### config.mk
export PLATFORM = sky130hd
export DESIGN_NAME = prio_conv_arbiter
export DESIGN_NICKNAME = d
export VERILOG_FILES = /design/src/rtl/pca_pkg.sv /design/src/rtl/pca_edge_sync.sv /design/src/rtl/pca_chan_mux.sv /design/src/rtl/prio_conv_arbiter.sv
export SDC_FILE = /design/constraint.sdc
export NUM_CORES = 1
export LEC_CHECK = 0
export ABC_AREA = 1
export BUFFER_PORTS_ARGS = -buffer_cell sky130_fd_sc_hd__buf_2
export CELL_PAD_IN_SITES_DETAIL_PLACEMENT = 0
export CELL_PAD_IN_SITES_GLOBAL_PLACEMENT = 2
export CORE_MARGIN = 5
export CORE_UTILIZATION = 22
export DETAILED_ROUTE_END_ITERATION = 10
export HOLD_SLACK_MARGIN = 0.03
export PLACE_DENSITY = 0.82
export SLEW_MARGIN = 5
export SYNTH_ARGS = -nofsm -noshare
export SYNTH_HDL_FRONTEND = slang
export SYNTH_HIERARCHICAL = 1
export SYNTH_SLANG_ARGS = --single-unit
### constraint.sdc
create_clock -name clk -period 1 [get_ports clk]
set_input_delay 0.15 -clock clk [delete_from_list [all_inputs] [get_ports clk]]
set_output_delay 0.15 -clock clk [all_outputs]
set_load 0.03 [all_outputs]
### src/rtl/pca_pkg.sv
package pca_pkg;
    typedef enum logic [1:0] {
        ST_IDLE    = 2'd0,
        ST_LAUNCH  = 2'd1,
        ST_CONVERT = 2'd2
    } arb_state_t;

    localparam logic [2:0] FAC_SW  = 3'b001;
    localparam logic [2:0] FAC_TMR = 3'b010;
    localparam logic [2:0] FAC_EXT = 3'b100;
endpackage

### src/rtl/pca_edge_sync.sv
module pca_edge_sync #(
    parameter int STAGES      = 2,
    parameter bit IDLE_LVL    = 1'b0,
    parameter bit DETECT_FALL = 1'b0
) (
    input  logic clk,
    input  logic rst_n,
    input  logic async_in,
    output logic edge_pulse
);
    localparam int DEPTH = STAGES + 1;

    logic [DEPTH-1:0] shreg;

    always_ff @(posedge clk) begin
        if (!rst_n) shreg <= {DEPTH{IDLE_LVL}};
        else        shreg <= {shreg[DEPTH-2:0], async_in};
    end

    generate
        if (DETECT_FALL) begin : g_fall
            assign edge_pulse = ~shreg[STAGES-1] & shreg[STAGES];
        end else begin : g_rise
            assign edge_pulse = shreg[STAGES-1] & ~shreg[STAGES];
        end
    endgenerate
endmodule

### src/rtl/pca_chan_mux.sv
module pca_chan_mux #(
    parameter int CHAN_W = 5,
    parameter int L1_W   = 3
) (
    input  logic              use_l1,
    input  logic              use_pins,
    input  logic [L1_W-1:0]   l1_cfg,
    input  logic [L1_W-1:0]   pins,
    input  logic [CHAN_W-1:0] l2_cfg,
    output logic [CHAN_W-1:0] chan
);
    logic [L1_W-1:0] l1_pick;

    always_comb begin
        l1_pick = use_pins ? pins : l1_cfg;
        chan    = use_l1 ? CHAN_W'(l1_pick) : l2_cfg;
    end
endmodule

### src/rtl/prio_conv_arbiter.sv
module prio_conv_arbiter
    import pca_pkg::*;
#(
    parameter int CHAN_W      = 5,
    parameter int L1_W        = 3,
    parameter int SYNC_STAGES = 2
) (
    input  logic              clk,
    input  logic              rst_n,
    input  logic              sw_start_wr,
    input  logic              tmr_trig,
    input  logic              ext_trig_pin,
    input  logic              ext_start_en,
    input  logic              tmr_start_en,
    input  logic              sel_wr,
    input  logic              sel_wdata,
    input  logic [L1_W-1:0]   l1_chan_cfg,
    input  logic [CHAN_W-1:0] l2_chan_cfg,
    input  logic [L1_W-1:0]   ext_chan_pins,
    input  logic              conv_busy,
    output logic              start_pulse,
    output logic [CHAN_W-1:0] start_chan,
    output logic [2:0]        start_factor,
    output logic              ext_sel_q
);
    localparam int HI_W = CHAN_W - L1_W;

    arb_state_t state_q, state_d;

    logic tmr_edge, ext_fall;
    logic l1_pend, sw_pend, tm_pend;
    logic grant, grant_l1, grant_l2;
    logic [CHAN_W-1:0] chan_pick;

    pca_edge_sync #(.STAGES(SYNC_STAGES), .IDLE_LVL(1'b0), .DETECT_FALL(1'b0)) u_tmr_sync (
        .clk(clk), .rst_n(rst_n), .async_in(tmr_trig), .edge_pulse(tmr_edge)
    );

    pca_edge_sync #(.STAGES(SYNC_STAGES), .IDLE_LVL(1'b1), .DETECT_FALL(1'b1)) u_ext_sync (
        .clk(clk), .rst_n(rst_n), .async_in(ext_trig_pin), .edge_pulse(ext_fall)
    );

    pca_chan_mux #(.CHAN_W(CHAN_W), .L1_W(L1_W)) u_chan_mux (
        .use_l1(l1_pend), .use_pins(ext_sel_q), .l1_cfg(l1_chan_cfg),
        .pins(ext_chan_pins), .l2_cfg(l2_chan_cfg), .chan(chan_pick)
    );

    assign grant    = (state_q == ST_IDLE) && !conv_busy && (l1_pend || sw_pend || tm_pend);
    assign grant_l1 = grant && l1_pend;
    assign grant_l2 = grant && !l1_pend;

    // next-state logic
    always_comb begin
        state_d = state_q;
        unique case (state_q)
            ST_IDLE:    if (grant) state_d = ST_LAUNCH;
            ST_LAUNCH:  state_d = ST_CONVERT;
            ST_CONVERT: if (!conv_busy) state_d = ST_IDLE;
            default:    state_d = ST_IDLE;
        endcase
    end

    // state register
    always_ff @(posedge clk) begin
        if (!rst_n) state_q <= ST_IDLE;
        else        state_q <= state_d;
    end

    // request capture, grant payload and select bit
    always_ff @(posedge clk) begin
        if (!rst_n) begin
            l1_pend      <= 1'b0;
            sw_pend      <= 1'b0;
            tm_pend      <= 1'b0;
            start_chan   <= '0;
            start_factor <= '0;
            ext_sel_q    <= 1'b0;
        end else begin
            l1_pend <= (l1_pend && !grant_l1) || (ext_fall && ext_start_en);
            sw_pend <= (sw_pend && !grant_l2) || sw_start_wr;
            tm_pend <= (tm_pend && !grant_l2) || (tmr_edge && tmr_start_en);
            if (grant) begin
                start_chan   <= chan_pick;
                start_factor <= grant_l1 ? FAC_EXT : {1'b0, tm_pend, sw_pend};
            end
            if (sel_wr && state_q == ST_IDLE && !conv_busy) ext_sel_q <= sel_wdata;
        end
    end

    // outputs
    always_comb begin
        start_pulse = (state_q == ST_LAUNCH);
    end

    // ---------------- assertions ----------------
    assert_pulse_single_R1: assert property (@(posedge clk) disable iff (!rst_n)
        start_pulse |=> !start_pulse);

    assert_no_grant_busy_R1: assert property (@(posedge clk) disable iff (!rst_n)
        (state_q == ST_IDLE && conv_busy) |=> !start_pulse);

    assert_factor_legal_R2: assert property (@(posedge clk) disable iff (!rst_n)
        start_pulse |-> (start_factor == FAC_EXT) ||
                        (!start_factor[2] && start_factor[1:0] != 2'b00));

    assert_l1_chan_range_R8: assert property (@(posedge clk) disable iff (!rst_n)
        (start_pulse && start_factor[2]) |-> (start_chan[CHAN_W-1:L1_W] == HI_W'(0)));

    assert_l1_first_R6: assert property (@(posedge clk) disable iff (!rst_n)
        (state_q == ST_IDLE && !conv_busy && l1_pend) |=> (start_pulse && start_factor == FAC_EXT));

    assert_sel_hold_R9: assert property (@(posedge clk) disable iff (!rst_n)
        ($past(state_q) != ST_IDLE) |-> $stable(ext_sel_q));
endmodule

==> impl_metrics.json, run 1 <==
{
  "status": "finished, violations left",
  "violations": "setup timing",
  "grt_pass1_wl_um": 3470,
  "cap_violations": 0,
  "num_io_pins": 31,
  "grt_pass1_vias": 816,
  "fin_crit_ns": 1.03,
  "p_leak_nw": 0.646,
  "worst_hold_path_type": "in2reg",
  "start_kind": "flop",
  "yosys_register_bits": 20,
  "die_h_um": 71.9,
  "drc_errors": 0,
  "drtIter0Drc": 60,
  "row_count": 22,
  "htreeDepth": 1,
  "r2r_start": "state_q[0]",
  "yosysTopAreaCellShare_pct": 47.5,
  "postCtsSetupBuffers": 0,
  "vias": 859,
  "viasPerCell": 4.07,
  "cts_sinks": 20,
  "fin_skew_ns": 0.00213,
  "slew_headroom_pct": 89.0,
  "vdd_drop_max_mv": 1.21,
  "dpl.hpwl_um": 1640,
  "routed_wl_um": 2100,
  "core_area_um2": 3690,
  "overflow": 0,
  "ant_nets": 0,
  "ctsHoldBuffers": 0,
  "hold_viol": 0,
  "io_buffers": 30,
  "rsz0062_at_grt": "yes",
  "setup_tns_ns": -0.138,
  "rrSetupSlack_ns": -0.03,
  "insertedDiodeCount": 0,
  "whs_endpoint": "u_ext_sync/shreg[0]",
  "ys_top_cells_by_area": "dfxtp_1 (48%), nand2_1 (15%), inv_1 (10%), a21oi_1 (7.7%), nand3_1 (5.9%)",
  "first_pass_iters": 4,
  "die_w_um": 71.9,
  "pre_cts_ws_ns": 0.0200,
  "die_area_um2": 5160,
  "fmax_ghz": 0.969,
  "synthesis.area_um2": 842,
  "netlist_instances": 121,
  "clock_latency_ns": 0.25,
  "synth-seq-area-share_pct": 47.5,
  "setup_viol": 9,
  "grt_max_degree": 14,
  "antenna_found_initial": 0,
  "finalMaxSlewViolations": 0,
  "ys_types": 14,
  "syn-num-nets": 142,
  "regToRegEndpoint": "start_factor[0]",
  "yosys_warnings": 6,
  "worst_slew_pin_slew_ns": 0.164,
  "cts_buffers": 3,
  "worstPathArrival_ns": 1.23,
  "start_util_pct": 22.8,
  "clk_pin_slew_ns": 0.07,
  "setup_ws_ns": -0.0324,
  "yosysTopAreaCell": "dfxtp_1",
  "critPathCaptureType": "flop",
  "reg2reg_depth": 6,
  "cts-root-buf": "clkbuf_8",
  "holdPathStages": 3,
  "clock_tree.buffer_depth": 2,
  "grt.total_usage_pct": 8.23,
  "cts_tree": "yes",
  "hp-start": "ext_trig_pin",
  "routabilityCongestion": 0.836,
  "synth.avg_cell_area_um2": 6.96,
  "startpoint": "state_q[0]",
  "worstPathMaxFanout": 4,
  "routedWlPerCell_um": 9.96,
  "required_ns": 1.19,
  "layout-drive-gt1-share_pct": 39.9,
  "area_delta_synth_final_pct": 46.1,
  "nets": 185,
  "min_period_over_period_pct": 103,
  "powerDensity_nw_per_um2": 1450,
  "path_class": "reg2reg"
}
power by group:
group | switching [mW] | internal [mW]
clock | 0.251 | 0.350
combinational | 0.186 | 0.135
sequential | 0.0237 | 0.835
cell usage after synthesis:
cell type   n
nand4_1     2
a21oi_1    13
nand2_2     4
buf_6       1
nand3_1    10
nor2_2      1
dfxtp_1    20
nor2_4      1
nor3_1      1
nand2_1    33
nor2_1      8
inv_2       3
clkbuf_1    1
inv_1      23
state kept, by name, indices dropped and copies added, names as in the netlist:
signal	cells
start_factor	3
sw_pend	1
l1_pend	1
state_q	2
tm_pend	1
u_ext_sync/shreg	3
ext_sel_q	1
u_tmr_sync/shreg	3
start_chan	5
per-stage QoR:
stage                     instances  cell area, um^2  hold WS, ns  utilization (%)  power [mW]
final                           211             1230       0.0600             33.3        1.78
after detailed placement        207             1110        0.323             30.2        1.17
after CTS                       211             1190       0.0557             32.2        1.78
after global routing            211             1230       0.0597             33.3        1.89
after global placement          207             1110        0.321             30.2        1.16
after floorplan                 121              843        0.219                -        1.04
layout by cell type, fill, tap and decap left out, drive strengths merged:
cell type and instances:
a21oi 13, buf 39, clkbuf 5, dfxtp 20
inv 26, nand2 37, nand3 10, nand4 2
nor2 10, nor3 1
per-layer routing:
metal / GRT usage, % / wire, um / vias up
li1: - / - / 452
met1: 10.1 / 950 / 375
met2: 13.3 / 937 / 30
met3: 4.07 / 204 / 2
met4: 1.25 / 9 / 0
met5: 0 / 0 / -
cells by family (layout without fill, tap and decap cells):
| family | after synthesis | count (layout) | synth area share (%) |
|---|---|---|---|
| compound gates | 13 | 13 | 7.73 |
| buf+inv | 28 | 70 | 13.4 |
| flops | 20 | 20 | 47.5 |
| simple gates | 60 | 60 | 31.4 |
worst max-delay path by stage:
| stage | end | slack, ns | cells after the start |
|---|---|---|---|
| after detailed placement | start_chan[1] | 0.02 | 5 |
| after global placement | ext_sel_q | 0.04 | 7 |
| after floorplan | start_chan[1] | 0.02 | 5 |
| after global routing | ext_sel_q | -0.12 | 7 |
| after CTS | start_pulse | -0.04 | 3 |
| final | start_factor[0] | -0.03 | 6 |
layout make-up:
class	instances	area, um^2
fillers	412	2460
flip-flops and latches	20	408
multi-input cells	73	367
repair buffers	40	243
inverters	26	97.6
well taps	48	60.1
clock buffers	4	55.1
timing repair:
item	4_1_cts	5_1_grt
gates resized for setup	6	14
pin swaps	0	11
endpoints found under the hold margin	0	0
endpoints found under the setup margin	5	15
worst max-delay path: stages, from the launching register on:
cell and delay (ns):
dfxtp_2 0.33, inv_2 0.06, nand2_2 0.06, nor2_4 0.17, buf_6 0.14, nand4_1 0.09, a21oi_2 0.12
Power figures use the tool's default switching activity.
==> inputs of run 2 (changes only) <==
- CTS_BUF_LIST: default -> sky130_fd_sc_hd__clkbuf_16
==> run 2 against run 1 <==
The flow still finishes with violations (setup timing). Via count fell by 0.12%. Clock skew about the same. Routed wire length grew 2.3%. Sequential share of layout area shrank 0.63 points. Core utilization up 0.64 points. Clock-buffer cell count decreased by 1. Cell area is 1.9% higher. First-iteration DRC count down 52%. Total power is 12% higher. Combinational power about the same. Setup slack improved by 0.015 ns. Largest cell class unchanged.
==> impl_metrics.json, run 2 (synthesis results as in run 1) <==
{
  "setup_viol": 4,
  "insertedDiodeCount": 0,
  "critical_path_depth": 3,
  "critPathCaptureType": "primary output",
  "max_stage_delay_ns": 0.33,
  "die_area_um2": 5160,
  "violations": "setup timing",
  "drtIter0Drc": 29,
  "post-route-util_pct": 34.0,
  "vdd_drop_max_mv": 0.983,
  "clock_latency_ns": 0.25,
  "worst_hold_path_type": "in2reg",
  "clk_pin_slew_ns": 0.05,
  "cts-root-buf": "clkbuf_16",
  "largest_reg_flops": 5,
  "worst_slew_pin_slew_ns": 0.175,
  "fin_crit_ns": 1.02,
  "p_leak_nw": 0.655,
  "grt.total_usage_pct": 8.37,
  "required_ns": 0.85,
  "min_period_over_period_pct": 102,
  "crit_family": "flip-flops",
  "hold_viol": 0,
  "crit_chain": "inv_2 > nor2_1 > buf_4",
  "path_class": "reg2out",
  "core_area_um2": 3690,
  "postCtsSetupBuffers": 0,
  "status": "finished, violations left",
  "worstPathArrival_ns": 0.87,
  "holdPathStages": 3,
  "die_w_um": 71.9,
  "placed_area_um2": 1110,
  "die_h_um": 71.9,
  "dpl.hpwl_um": 1640,
  "cts_sinks": 20,
  "io_buffers": 30,
  "hp-start": "ext_trig_pin",
  "final_common_cell": "nand2_1",
  "worstPathMaxFanout": 3,
  "whs_endpoint": "u_ext_sync/shreg[0]",
  "finalMaxSlewViolations": 0,
  "critPathBufInv": 2,
  "nFillCells": 415,
  "cp_slowest_cell": "dfxtp_2",
  "htreeDepth": 1,
  "start_util_pct": 22.8,
  "grt_pass1_wl_um": 3470,
  "drc_errors": 0,
  "routedWlPerCell_um": 10.2,
  "fmax_ghz": 0.983,
  "layout-drive-gt1-share_pct": 40.5,
  "cts_buffers": 3,
  "grt_max_degree": 14,
  "reg2reg_depth": 6,
  "row_count": 22,
  "num_io_pins": 31,
  "powerDensity_nw_per_um2": 1590,
  "first_pass_iters": 4,
  "r2r_start": "state_q[0]",
  "overflow": 0,
  "setup_ws_ns": -0.0170,
  "start_kind": "flop",
  "viasPerCell": 4.07,
  "routabilityCongestion": 0.836,
  "antenna_found_initial": 0,
  "clock_tree.buffer_depth": 2,
  "fin_area_um2": 1250,
  "regToRegEndpoint": "ext_sel_q",
  "rrSetupSlack_ns": -0.01,
  "slew_headroom_pct": 88.4,
  "nets": 185,
  "layout_common_cells": "nand2_1 (31), buf_2 (27), inv_1 (22)",
  "ant_nets": 0,
  "cap_violations": 0,
  "fin_skew_ns": 0.00220,
  "largest_register": "start_chan",
  "routed_wl_um": 2150,
  "rsz0062_at_grt": "yes",
  "area_delta_synth_final_pct": 48.9,
  "pre_cts_ws_ns": 0.0200,
  "cts_tree": "yes",
  "setup_tns_ns": -0.0366,
  "grt_pass1_vias": 808,
  "vias": 858
}
## run 2: cell count changes in the layout (fill, tap and decap cells not counted)
cell       delta
clkbuf_8      -4
inv_2         +1
nand2_1       -1
buf_4         -1
inv_1         -1
nand2_2       +1
clkinv_1      +1
buf_2         +1
clkbuf_16     +3
## run 2: cell type report
class | count | area, um^2 | area share, %
timing repair buffer | 40 | 240 | 19.2
multi-input combinational | 73 | 369 | 29.4
clock buffer | 3 | 75.1 | 5.99
tap | 48 | 60.1 | 4.79
sequential | 20 | 408 | 32.5
inverter | 26 | 97.6 | 7.78
clock inverter | 1 | 3.75 | 0.299
## run 2: per-stage QoR
stage / power (mW) / hold slack, ns / std cells
2_1_floorplan: 1.04 / 0.219 / 121
5_1_grt: 2.10 / 0.0735 / 211
3_5_place_dp: 1.17 / 0.323 / 207
4_1_cts: 1.99 / 0.0638 / 211
6_report: 1.99 / 0.0659 / 211
3_3_place_gp: 1.16 / 0.321 / 207
## run 2: tightest hold or removal path, cell delays in order
cell     delay (ns)
buf_2          0.07
inv_1          0.03
nand2_1        0.04
## run 2: how the worst max path moves through the flow
stage,start,end,slack (ns)
CTS,state_q[0],start_pulse,-0.03
floorplan,l1_pend,start_chan[1],0.02
global placement,state_q[0],ext_sel_q,0.04
detailed placement,l1_pend,start_chan[1],0.02
finish,state_q[0],start_pulse,-0.02
global route,state_q[0],ext_sel_q,-0.11
## run 2: power by group
| group | leakage (nW) | switching, mW | total [mW] | internal [mW] |
|---|---|---|---|---|
| registers | 0.166 | 0.0229 | 0.859 | 0.836 |
| clock network | 0.0385 | 0.282 | 0.814 | 0.532 |
| logic | 0.451 | 0.187 | 0.319 | 0.133 |
## run 2: what timing repair did
item | in CTS | in global routing
endpoints found under the setup margin | 3 | 14
pin swaps | 0 | 4
hold buffers | 0 | 0
gates cloned | 0 | 0
gates resized for setup | 4 | 16
## run 2: layer usage
layer | track usage, % | vias to the layer above | wire length, um
met3 | 4.07 | 2 | 217
met5 | 0 | - | 0
li1 | - | 449 | -
met4 | 2.51 | 0 | 9
met2 | 13.5 | 31 | 935
met1 | 9.82 | 376 | 988
==> inputs of run 3 (changes only) <==
- ABC_AREA: 1 -> default
- CORE_UTILIZATION: 22 -> 23
- PLACE_DENSITY: 0.82 -> 0.81
- SYNTH_HIERARCHICAL: 1 -> default
==> run 3 against run 2 <==
The flow still finishes with violations (setup timing). Sequential power fell by 1%. Register-to-register slack got worse by 0.43 ns. Combinational power rose by 1%. Highest routed layer unchanged.
==> impl_metrics.json, run 3 <==
{
  "vias": 780,
  "io_buffers": 30,
  "rsz0062_at_grt": "yes",
  "post-route-util_pct": 40.6,
  "htreeDepth": 1,
  "synthTopCellsByCount": "dfxtp_1 (20), a21oi_1 (9), o21ai_0 (7), nand2_1 (5), nor2_1 (5)",
  "cts-root-buf": "clkbuf_16",
  "synth_edf_count": 0,
  "largest_reg_flops": 5,
  "yosysTopAreaCellShare_pct": 52.5,
  "grt_pass1_vias": 722,
  "num_io_pins": 31,
  "largest_register": "start_chan",
  "routedWlPerCell_um": 11.9,
  "synth-seq-area-share_pct": 52.5,
  "seq_area_um2": 407,
  "overflow": 0,
  "vdd_drop_max_mv": 0.762,
  "insertedDiodeCount": 0,
  "grt_pass1_wl_um": 3290,
  "clk_pin_slew_ns": 0.05,
  "rrSetupSlack_ns": -0.44,
  "worst_slew_pin_slew_ns": 0.309,
  "path_class": "reg2reg",
  "dpl.hpwl_um": 1570,
  "ant_nets": 0,
  "synthesis.area_um2": 762,
  "multi_input_area_um2": 405,
  "first_pass_iters": 4,
  "cts_buffers": 3,
  "yosys_register_bits": 20,
  "hold_viol": 0,
  "die_h_um": 67.6,
  "finalMaxSlewViolations": 0,
  "area_delta_synth_final_pct": 74.9,
  "ys_types": 24,
  "synth.avg_cell_area_um2": 9.07,
  "clock_tree.buffer_depth": 2,
  "powerDensity_nw_per_um2": 1690,
  "cts_tree": "yes",
  "clock_latency_ns": 0.25,
  "p_leak_nw": 0.581,
  "final_common_cell": "buf_2",
  "die_w_um": 67.6,
  "start_kind": "flop",
  "min_period_over_period_pct": 144,
  "yosysTopAreaCell": "dfxtp_1",
  "syn-num-nets": 105,
  "start_util_pct": 23.2,
  "drtIter0Drc": 41,
  "status": "finished, violations left",
  "setup_viol": 16,
  "cts_sinks": 20,
  "cap_violations": 0,
  "worstPathMaxFanout": 4,
  "core_area_um2": 3280,
  "ctsHoldBuffers": 0,
  "fin_skew_ns": 0.00180,
  "layout_common_cells": "buf_2 (28), dfxtp_1 (17), buf_4 (12)",
  "fin_area_um2": 1330,
  "holdPathStages": 2,
  "critPathCaptureType": "flop",
  "row_count": 21,
  "placed_area_um2": 1080,
  "r2r_start": "state_q[0]",
  "ys_top_cells_by_area": "dfxtp_1 (53%), a21oi_1 (5.9%), o21ai_0 (4.6%), o32ai_1 (3.4%), nor2b_1 (3.3%)",
  "nFillCells": 336,
  "die_area_um2": 4560,
  "fmax_ghz": 0.695,
  "violations": "setup timing",
  "dominantRegCellSynth": "dfxtp_1",
  "required_ns": 1.16,
  "netlist_instances": 84,
  "yosysMostFrequentCell": "dfxtp_1",
  "routed_wl_um": 2150,
  "layout-drive-gt1-share_pct": 54.8,
  "yosys_warnings": 0,
  "hp-start": "ext_trig_pin",
  "routabilityCongestion": 0.761,
  "fin_hold_ws_ns": 0.0758,
  "nets": 157,
  "worstPathArrival_ns": 1.60,
  "slew_headroom_pct": 79.3,
  "grt.total_usage_pct": 10.2,
  "fin_crit_ns": 1.44,
  "viasPerCell": 4.31,
  "async_flop_share_pct": 0,
  "setup_ws_ns": -0.440,
  "regToRegEndpoint": "start_chan[1]",
  "whs_endpoint": "u_ext_sync.shreg[0]",
  "reg2reg_depth": 3,
  "drc_errors": 0,
  "worst_hold_path_type": "in2reg",
  "grt_max_degree": 13,
  "antenna_found_initial": 0
}
[run 3: cell count changes after synthesis, moves of 4 or more]
cell | before | now
a21oi_1 | 13 | 9
nor2b_1 | 0 | 4
nand2_1 | 33 | 5
inv_1 | 23 | 3
o21ai_0 | 0 | 7
nand3_1 | 10 | 3
nand2_2 | 4 | 0
[run 3: worst max-delay path, stage by stage (launching register included)]
cell,delay (ns)
dfxtp_2,0.31
or3_4,0.36
or3_4,0.41
o32ai_2,0.27
[run 3: per-layer routing]
| layer | global-route usage, % | part of all wire (%) |
|---|---|---|
| met5 | 0 | 0 |
| met3 | 3.16 | 7.8 |
| met2 | 16.0 | 48 |
| met4 | 8.35 | 3.0 |
| met1 | 11.2 | 41 |
[run 3: cell type report]
cell class              count  area share (%)
flip-flops and latches     20            30.5
multi-input cells          57            30.4
clock inverters             1            2.25
repair buffers             50            25.7
inverters                   4            1.13
well taps                  46            4.32
clock buffers               3            5.63
[run 3: worst max path at each step]
| stage | start | to | slack, ns | cells after the start |
|---|---|---|---|---|
| 2_1_floorplan | state_q[0] | start_chan[0] | -0.51 | 4 |
| 3_3_place_gp | conv_busy | start_chan[0] | -0.40 | 4 |
| 3_5_place_dp | conv_busy | start_chan[1] | -0.44 | 4 |
| 4_1_cts | state_q[0] | start_chan[0] | -0.42 | 3 |
| 5_1_grt | state_q[0] | start_chan[0] | -0.47 | 3 |
| 6_report | state_q[0] | start_chan[1] | -0.44 | 3 |
[run 3: cells by family after synthesis]
kind of cell | synth area share, %
flip-flops | 52.5
buffers and inverters | 4.43
AO/OA/AOI/OAI | 18.9
AND/OR/NAND/NOR | 24.1
[run 3: through the flow]
| stage | total power [mW] | worst slack (ns) | cells | setup TNS, ns |
|---|---|---|---|---|
| after CTS | 2.25 | -0.421 | 180 | -3.58 |
| after floorplan | 1.00 | -0.509 | 84 | -2.85 |
| after detailed placement | 1.12 | -0.442 | 171 | -2.99 |
| after global routing | 2.34 | -0.466 | 181 | -4.54 |
| after global placement | 1.11 | -0.404 | 171 | -2.89 |
| final | 2.25 | -0.440 | 181 | -3.96 |
[run 3: timing repair]
action | 4_1_cts | 5_1_grt
buffers inserted | 4 | 1
endpoints found under the hold margin | 0 | 0
pin swaps | 1 | 7
gates cloned | 1 | 0
endpoints found under the setup margin | 15 | 16
gates resized for setup | 22 | 15
[run 3: power breakdown]
part / total (mW) / internal (mW) / switching [mW]
registers: 0.849 / 0.831 / 0.0184
clock network: 1.08 / 0.793 / 0.286
logic: 0.323 / 0.163 / 0.159
total: 2.25 / 1.79 / 0.464
